===== config.mk =====
export PLATFORM = sky130hd
export DESIGN_NAME = stream_link_ctrl
export DESIGN_NICKNAME = d
export VERILOG_FILES = /design/src/rtl/slk_pkg.sv /design/src/rtl/slk_rst_sync.sv /design/src/rtl/slk_fifo.sv /design/src/rtl/slk_irq.sv /design/src/rtl/stream_link_ctrl.sv
export SDC_FILE = /design/constraint.sdc
export NUM_CORES = 1
export LEC_CHECK = 0
export BUFFER_PORTS_ARGS = -buffer_cell sky130_fd_sc_hd__buf_2
export CAP_MARGIN = 0
export CORE_MARGIN = 2
export CORE_UTILIZATION = 55
export DETAILED_ROUTE_END_ITERATION = 10
export MAX_ROUTING_LAYER = met4
export PLACE_DENSITY = 0.74
export SYNTH_ARGS = -nofsm -noshare
export SYNTH_HDL_FRONTEND = slang
export SYNTH_SLANG_ARGS = --single-unit
export TNS_END_PERCENT = 30

===== constraint.sdc =====
create_clock -name clk -period 7.7 [get_ports clk]
set_input_delay 1.54 -clock clk [delete_from_list [all_inputs] [get_ports clk]]
set_output_delay 1.54 -clock clk [all_outputs]
set_load 0.02 [all_outputs]

===== src/rtl/slk_pkg.sv =====
package slk_pkg;

  localparam int DATA_W = 32;
  localparam int TAG_W  = 4;

  typedef struct packed {
    logic              last;
    logic [TAG_W-1:0]  tag;
    logic [DATA_W-1:0] data;
  } slk_word_t;

  typedef enum logic [1:0] {
    OFS_CTRL      = 2'd0,
    OFS_ROUTE     = 2'd1,
    OFS_DATA      = 2'd2,
    OFS_DATA_LAST = 2'd3
  } slk_ofs_e;

  // control register bit positions
  localparam int B_EN       = 0;
  localparam int B_RX_FLUSH = 1;
  localparam int B_TX_FLUSH = 2;
  localparam int B_RD_LAST  = 4;
  localparam int B_RX_EMPTY = 8;
  localparam int B_RX_HALF  = 9;
  localparam int B_RX_FULL  = 10;
  localparam int B_TX_EMPTY = 11;
  localparam int B_TX_HALF  = 12;
  localparam int B_TX_FULL  = 13;
  localparam int B_IE_LO    = 16;
  localparam int B_IE_HI    = 21;
  localparam int B_RXLOG_LO = 24;
  localparam int B_TXLOG_LO = 28;

  typedef struct packed {
    logic empty;
    logic half;
    logic full;
  } slk_lvl_t;

endpackage


===== src/rtl/slk_rst_sync.sv =====
module slk_rst_sync #(
  parameter int STAGES = 2
) (
  input  logic clk,
  input  logic rst_ni,
  output logic rst_no
);

  logic [STAGES-1:0] chain_q;

  always_ff @(posedge clk or negedge rst_ni) begin
    if (!rst_ni) chain_q <= '0;
    else         chain_q <= {chain_q[STAGES-2:0], 1'b1};
  end

  assign rst_no = chain_q[STAGES-1];

endmodule


===== src/rtl/slk_fifo.sv =====
module slk_fifo
  import slk_pkg::*;
#(
  parameter int DEPTH = 8
) (
  input  logic      clk,
  input  logic      rst_n,
  input  logic      flush,
  input  logic      push,
  input  slk_word_t wdata,
  input  logic      pop,
  output slk_word_t head,
  output slk_lvl_t  lvl
);

  localparam int PTR_W    = (DEPTH > 1) ? $clog2(DEPTH) : 1;
  localparam int CNT_W    = $clog2(DEPTH + 1);
  localparam int HALF_LVL = (DEPTH > 1) ? DEPTH / 2 : 1;

  slk_word_t        mem [DEPTH];
  logic [PTR_W-1:0] wr_ptr_q, wr_ptr_d;
  logic [PTR_W-1:0] rd_ptr_q, rd_ptr_d;
  logic [CNT_W-1:0] cnt_q, cnt_d;
  logic             do_push, do_pop;

  function automatic logic [PTR_W-1:0] ptr_inc(input logic [PTR_W-1:0] p);
    return (p == PTR_W'(DEPTH - 1)) ? '0 : p + 1'b1;
  endfunction

  assign lvl.empty = (cnt_q == '0);
  assign lvl.full  = (cnt_q == CNT_W'(DEPTH));
  assign lvl.half  = (cnt_q >= CNT_W'(HALF_LVL));

  assign do_push = push & ~lvl.full & ~flush;
  assign do_pop  = pop & ~lvl.empty & ~flush;

  always_comb begin
    wr_ptr_d = wr_ptr_q;
    rd_ptr_d = rd_ptr_q;
    cnt_d    = cnt_q;
    if (flush) begin
      wr_ptr_d = '0;
      rd_ptr_d = '0;
      cnt_d    = '0;
    end else begin
      if (do_push) wr_ptr_d = ptr_inc(wr_ptr_q);
      if (do_pop)  rd_ptr_d = ptr_inc(rd_ptr_q);
      case ({do_push, do_pop})
        2'b10:   cnt_d = cnt_q + 1'b1;
        2'b01:   cnt_d = cnt_q - 1'b1;
        default: cnt_d = cnt_q;
      endcase
    end
  end

  always_ff @(posedge clk or negedge rst_n) begin
    if (!rst_n) begin
      wr_ptr_q <= '0;
      rd_ptr_q <= '0;
      cnt_q    <= '0;
    end else begin
      wr_ptr_q <= wr_ptr_d;
      rd_ptr_q <= rd_ptr_d;
      cnt_q    <= cnt_d;
    end
  end

  always_ff @(posedge clk) begin
    if (do_push) mem[wr_ptr_q] <= wdata;
  end

  assign head = mem[rd_ptr_q];

  // full FIFO keeps its level when a push is refused
  assert_full_hold_R4: assert property (@(posedge clk) disable iff (!rst_n)
    (lvl.full && push && !pop && !flush) |=> (lvl.full && $stable(cnt_q)));

  // popping an empty FIFO leaves it empty
  assert_empty_hold_R5: assert property (@(posedge clk) disable iff (!rst_n)
    (lvl.empty && pop && !push && !flush) |=> lvl.empty);

  // flush empties the FIFO on the next edge
  assert_flush_empty_R8: assert property (@(posedge clk) disable iff (!rst_n)
    flush |=> lvl.empty);

  assert_half_full_R6: assert property (@(posedge clk) disable iff (!rst_n)
    lvl.full |-> lvl.half);

endmodule


===== src/rtl/slk_irq.sv =====
module slk_irq
  import slk_pkg::*;
(
  input  logic     en,
  input  logic [5:0] sel,
  input  slk_lvl_t rx_lvl,
  input  slk_lvl_t tx_lvl,
  output logic     irq_rx,
  output logic     irq_tx
);

  logic [2:0] rx_cond, tx_cond;

  assign rx_cond = {rx_lvl.full, rx_lvl.half, ~rx_lvl.empty};
  assign tx_cond = {~tx_lvl.full, ~tx_lvl.half, tx_lvl.empty};

  assign irq_rx = en & |(rx_cond & sel[2:0]);
  assign irq_tx = en & |(tx_cond & sel[5:3]);

endmodule


===== src/rtl/stream_link_ctrl.sv =====
module stream_link_ctrl
  import slk_pkg::*;
#(
  parameter int RX_DEPTH = 8,
  parameter int TX_DEPTH = 4
) (
  input  logic              clk,
  input  logic              rst_ni,
  input  logic [3:2]        bus_addr,
  input  logic              bus_we,
  input  logic [DATA_W-1:0] bus_wdata,
  input  logic              bus_re,
  output logic [DATA_W-1:0] bus_rdata,
  input  logic [DATA_W-1:0] rx_data,
  input  logic [TAG_W-1:0]  rx_tag,
  input  logic              rx_valid,
  input  logic              rx_last,
  output logic              rx_ready,
  output logic [DATA_W-1:0] tx_data,
  output logic [TAG_W-1:0]  tx_tag,
  output logic              tx_valid,
  output logic              tx_last,
  input  logic              tx_ready,
  output logic              irq_rx,
  output logic              irq_tx
);

  localparam int RX_LOG = $clog2(RX_DEPTH);
  localparam int TX_LOG = $clog2(TX_DEPTH);
  localparam int IE_W   = B_IE_HI - B_IE_LO + 1;

  logic rst_n;
  slk_ofs_e ofs;

  // configuration and popped-word state
  logic              en_q, en_d;
  logic [IE_W-1:0]   ie_q, ie_d;
  logic [TAG_W-1:0]  dest_q, dest_d;
  logic [DATA_W-1:0] rd_data_q, rd_data_d;
  logic [TAG_W-1:0]  rd_src_q, rd_src_d;
  logic              rd_last_q, rd_last_d;
  logic [DATA_W-1:0] rdata_q, rdata_d;

  logic ctrl_wr, route_wr, data_wr, data_rd;
  logic rx_flush, tx_flush, rx_push, tx_pop;
  slk_word_t rx_in, rx_head, tx_in, tx_head;
  slk_lvl_t  rx_lvl, tx_lvl;
  logic [DATA_W-1:0] ctrl_view, route_view;

  slk_rst_sync #(.STAGES(2)) u_rst (
    .clk    (clk),
    .rst_ni (rst_ni),
    .rst_no (rst_n)
  );

  // ---------------- bus decode ----------------
  assign ofs      = slk_ofs_e'(bus_addr);
  assign ctrl_wr  = bus_we & (ofs == OFS_CTRL);
  assign route_wr = bus_we & (ofs == OFS_ROUTE);
  assign data_wr  = bus_we & ((ofs == OFS_DATA) | (ofs == OFS_DATA_LAST));
  assign data_rd  = bus_re & ((ofs == OFS_DATA) | (ofs == OFS_DATA_LAST));

  assign en_d   = ctrl_wr ? bus_wdata[B_EN] : en_q;
  assign ie_d   = ctrl_wr ? bus_wdata[B_IE_HI:B_IE_LO] : ie_q;
  assign dest_d = route_wr ? bus_wdata[TAG_W-1:0] : dest_q;

  assign rx_flush = ~en_d | (ctrl_wr & bus_wdata[B_RX_FLUSH]);
  assign tx_flush = ~en_d | (ctrl_wr & bus_wdata[B_TX_FLUSH]);

  // ---------------- stream edges ----------------
  assign rx_ready = en_q & ~rx_lvl.full & ~rx_flush;
  assign rx_push  = rx_valid & rx_ready;
  assign rx_in    = '{last: rx_last, tag: rx_tag, data: rx_data};

  assign tx_in    = '{last: (ofs == OFS_DATA_LAST), tag: dest_q, data: bus_wdata};
  assign tx_valid = en_q & ~tx_lvl.empty;
  assign tx_pop   = tx_valid & tx_ready;
  assign tx_data  = tx_head.data;
  assign tx_tag   = tx_head.tag;
  assign tx_last  = tx_head.last;

  slk_fifo #(.DEPTH(RX_DEPTH)) u_rx_fifo (
    .clk   (clk),
    .rst_n (rst_n),
    .flush (rx_flush),
    .push  (rx_push),
    .wdata (rx_in),
    .pop   (data_rd),
    .head  (rx_head),
    .lvl   (rx_lvl)
  );

  slk_fifo #(.DEPTH(TX_DEPTH)) u_tx_fifo (
    .clk   (clk),
    .rst_n (rst_n),
    .flush (tx_flush),
    .push  (data_wr),
    .wdata (tx_in),
    .pop   (tx_pop),
    .head  (tx_head),
    .lvl   (tx_lvl)
  );

  slk_irq u_irq (
    .en     (en_q),
    .sel    (ie_q),
    .rx_lvl (rx_lvl),
    .tx_lvl (tx_lvl),
    .irq_rx (irq_rx),
    .irq_tx (irq_tx)
  );

  // ---------------- popped-word tracking ----------------
  always_comb begin
    rd_data_d = rd_data_q;
    rd_src_d  = rd_src_q;
    rd_last_d = rd_last_q;
    if (!en_d) begin
      rd_data_d = '0;
      rd_src_d  = '0;
      rd_last_d = 1'b0;
    end else if (data_rd && !rx_lvl.empty && !rx_flush) begin
      rd_data_d = rx_head.data;
      rd_src_d  = rx_head.tag;
      rd_last_d = rx_head.last;
    end
  end

  // ---------------- read views ----------------
  always_comb begin
    ctrl_view = '0;
    ctrl_view[B_EN]       = en_q;
    ctrl_view[B_RD_LAST]  = rd_last_q;
    ctrl_view[B_RX_EMPTY] = rx_lvl.empty;
    ctrl_view[B_RX_HALF]  = rx_lvl.half;
    ctrl_view[B_RX_FULL]  = rx_lvl.full;
    ctrl_view[B_TX_EMPTY] = tx_lvl.empty;
    ctrl_view[B_TX_HALF]  = tx_lvl.half;
    ctrl_view[B_TX_FULL]  = tx_lvl.full;
    ctrl_view[B_IE_HI:B_IE_LO]         = ie_q;
    ctrl_view[B_RXLOG_LO+3:B_RXLOG_LO] = 4'(RX_LOG);
    ctrl_view[B_TXLOG_LO+3:B_TXLOG_LO] = 4'(TX_LOG);
  end

  assign route_view = {{(DATA_W-2*TAG_W){1'b0}}, rd_src_q, dest_q};

  always_comb begin
    unique case (ofs)
      OFS_CTRL:  rdata_d = ctrl_view;
      OFS_ROUTE: rdata_d = route_view;
      default:   rdata_d = rx_lvl.empty ? rd_data_q : rx_head.data;
    endcase
  end

  // ---------------- state registers ----------------
  always_ff @(posedge clk or negedge rst_n) begin
    if (!rst_n) begin
      en_q      <= 1'b0;
      ie_q      <= '0;
      dest_q    <= '0;
      rd_data_q <= '0;
      rd_src_q  <= '0;
      rd_last_q <= 1'b0;
      rdata_q   <= '0;
    end else begin
      en_q      <= en_d;
      ie_q      <= ie_d;
      dest_q    <= dest_d;
      rd_data_q <= rd_data_d;
      rd_src_q  <= rd_src_d;
      rd_last_q <= rd_last_d;
      if (bus_re) rdata_q <= rdata_d;
    end
  end

  assign bus_rdata = rdata_q;

  // ---------------- assertions ----------------
  assert_rx_ready_R1: assert property (@(posedge clk) disable iff (!rst_n)
    rx_ready |-> (en_q && !rx_lvl.full));

  assert_tx_valid_R1: assert property (@(posedge clk) disable iff (!rst_n)
    tx_valid |-> !tx_lvl.empty);

  assert_off_quiet_R9: assert property (@(posedge clk) disable iff (!rst_n)
    !en_q |-> (!rx_ready && !tx_valid && !irq_rx && !irq_tx));

  assert_off_flushed_R9: assert property (@(posedge clk) disable iff (!rst_n)
    !en_d |=> (rx_lvl.empty && tx_lvl.empty && !rd_last_q));

  assert_pop_meta_R3: assert property (@(posedge clk) disable iff (!rst_n)
    (data_rd && en_d && !rx_flush && !rx_lvl.empty)
      |=> (rd_last_q == $past(rx_head.last) && rd_src_q == $past(rx_head.tag)));

  assert_empty_read_R5: assert property (@(posedge clk) disable iff (!rst_n)
    (data_rd && en_d && rx_lvl.empty) |=> $stable(rd_data_q));

endmodule


==> results.yml <==
clock_tree:
  cts.sinks: 543
  cts-resized-gates: 0
  cts_tree: "yes"
  cts.htree.levels: 2
  cts_hold_buf: 0
  numCtsBuffers: 54
  insertion_delay_ns: 0.59
  clk_pin_slew_ns: 0.06
  cts-root-buf: "clkbuf_16"
  cts_buffer_depth: 3
  cts_setup_buffers: 0
layout:
  area_growth_pct: 14.4
  final_cells: 1800
  fin_nets: 1331
  drive_above_1_share: 0.319
power_and_ir_drop:
  p_per_area_nw_per_um2: 257
  swShare: 0.215
  leakagePower_nw: 8.39
  p_int_mw: 4.89
  power_frac_clock: 0.412
  max-vdd-ir-drop_mv: 0.211
  power_frac_seq: 0.531
  switchingPower_mw: 1.34
  combPwrFrac: 0.057
routing:
  highest_layer: "met4"
  wl_met1_um: 18900
  wl_um: 43600
  initialDrtViolationCount: 898
  num_vias: 10800
  wl_per_cell_um: 24.2
  wl_met2_um: 20800
  drc_errors: 0
  drtAntennaViolNets: 0
  wl_met3_um: 3030
  first_pass_iters: 5
  viasPerCell: 5.99
logic_synthesis:
  async_flop_share: 0.182
  yosysWarningCount: 0
  ys_types: 61
  synth-seq-cells: 543
  avgSynthCellArea_um2: 19.7
  synth_edf_count: 444
  netlist_instances: 1075
  syn_nets: 1165
  synth.yosys.seq_area_share: 0.745
  ys.flop_type: "edfxtp_1"
  syn_area_um2: 21200
sta:
  final_hold_viol_count: 0
  grt_setup_unrepaired: "false"
  setup_tns_ns: 0
  worst_pin_slew_ns: 1.00
  fin_skew_ns: 0.0127
  period_minus_slack_ns: 4.97
  max_slew_margin: 0.329
  min_period_over_period: 0.645
  fmax_mhz: 201
  maxSlewViolCount: 0
  setup_viol: 0
floorplanning:
  start_util: 0.561
  die_h_um: 200
  die_width_um: 200
  io_pins: 150
  die_area_um2: 40200
  rows: 71
  core_region_area_um2: 37800
placement:
  numPortBuffers: 149
  hpwl_um: 26600
  routabilityCongestion: 0.838
  dp_cells: 1696
outcome:
  outcome: "finished, final reports clean"
worst_setup_path:
  cp_data_arrival_time_ns: 3.43
  cp-end-kind: "output pin"
  cp.required_ns: 6.16
  timing_worst_setup_path_type: "input pin to output pin"
  ff2ff_setup_slack_ns: 4.32
  r2r-start: "u_rx_fifo.cnt_q[0]$_DFFE_PN0P_"
  path_max_fanout: 24
  critPathLaunchType: "input pin"
  reg2reg_depth: 10
  timing.rr.end: "u_rx_fifo.cnt_q[3]$_DFFE_PN0P_"
global_route:
  antenna_found_initial: 7
  grt_use_total: 0.229
  grt_max_degree: 80
  grt_pass1_vias: 11200
  grt_overflow: 0
  grt_first_pass_wirelength_um: 67500
hold_path:
  hp-class: "flip-flop to async pin"
run:
  drv_cap: 0
-- layout make-up --
type	instances	area [um^2]
clock buffer	76	1530
tap	511	639
fill	2606	13600
inverter	6	22.5
timing repair buffer	169	896
antenna	5	12.5
clock inverter	23	218
sequential	543	15800
multi-input combinational	467	5120
-- stage by stage --
stage	cell area, um^2	hold WS (ns)	setup slack [ns]	utilization	power, mW
after floorplan	21200	0.331	2.03	-	3.57
after global placement	22500	0.211	2.83	0.595	3.71
after detailed placement	22500	0.217	2.79	0.595	3.72
after CTS	24300	0.227	2.77	0.641	6.28
after global routing	24300	0.247	2.60	0.641	6.43
final	24300	0.216	2.73	0.641	6.23
-- power groups by stage --
stage	registers, mW	logic [mW]	clock network [mW]
5_1_grt	3.31	0.383	2.74
4_1_cts	3.31	0.356	2.62
3_5_place_dp	3.37	0.354	0
2_1_floorplan	3.37	0.193	0
3_3_place_gp	3.36	0.347	0
6_report	3.31	0.353	2.57
-- Yosys cell counts (9+ instances only) --
library cell  count  area [um^2]
edfxtp_1        444        13300
mux4_2          111         2500
dfrtp_1          99         2480
a21oi_1          46          230
nand2_1          42          158
mux2i_1          40          400
o21ai_0          34          170
clkbuf_1         26         97.6
o2bb2ai_1        25          219
buf_2            18         90.1
mux2_2           18          203
nor2_1           17         63.8
a21o_1           12         90.1
o22a_1           12          105
ha_1             11          138
nor3_1           10         50.1
buf_4             9         67.6
o22ai_1           9         56.3
-- layout by cell type (no fill, tap or decap), types with 5 or more instances in the layout --
master     count
a21oi_1       46
mux2i_1       40
inv_1          5
o2bb2ai_1     25
o22ai_1        9
o21ai_0       34
diode_2        5
ha_1          11
mux2_2        18
nor2b_1        7
clkinv_2       5
nor3b_2        5
buf_4         20
o22a_1        12
a221oi_1       7
clkbuf_16     55
clkinv_1      10
clkbuf_1      14
edfxtp_1     444
nand2_1       42
nor3_1         8
clkbuf_8       7
mux4_2       111
nor2_1        15
a21o_1        12
buf_2        149
dfrtp_1       93
a22o_1         7
-- critical path, stage by stage --
cell       delay [ns]
buf_2            0.35
nand4bb_1        0.35
a2bb2oi_1        0.83
nor3_1           0.12
buf_2            0.22
-- state kept, by name (all words and copies together) (netlist names) --
register / flops
u_rst.chain_q: 2
rd_data_q: 32
dest_q: 4
u_tx_fifo.wr_ptr_q: 2
en_q: 1
u_rx_fifo.cnt_q: 4
u_rx_fifo.mem: 296
u_tx_fifo.mem: 148
u_rx_fifo.wr_ptr_q: 3
ie_q: 6
rd_last_q: 1
u_rx_fifo.rd_ptr_q: 3
rd_src_q: 4
u_tx_fifo.rd_ptr_q: 2
bus_rdata: 32
u_tx_fifo.cnt_q: 3
-- per-layer routing --
layer	vias up	global-route usage
li1	4729	-
met1	5613	0.321
met2	379	0.349
met3	67	0.0452
met4	0	0.0667
met5	-	-
-- logic make-up after synthesis --
family	count (synthesis)	share of synthesized area
flip-flops	543	0.745
AO/OA/AOI/OAI	171	0.0553
multiplexers	169	0.146
AND/OR/NAND/NOR	111	0.0273
buffers and inverters	65	0.0156
adder cells (fa/ha/maj)	13	0.00838
XOR/XNOR	2	0.00171
other	1	0.000177
-- worst max path at each step --
stage / from / endpoint / slack [ns]
after global routing: bus_addr[3] / rx_ready / 2.60
after global placement: bus_addr[3] / rx_ready / 2.83
final: bus_addr[3] / rx_ready / 2.73
after detailed placement: bus_addr[3] / rx_ready / 2.79
after floorplan: bus_addr[2] / u_rx_fifo.mem[2][0]$_DFFE_PP_ / 2.03
after CTS: bus_addr[3] / rx_ready / 2.77
No activity file was read; power rests on OpenSTA's default activity.
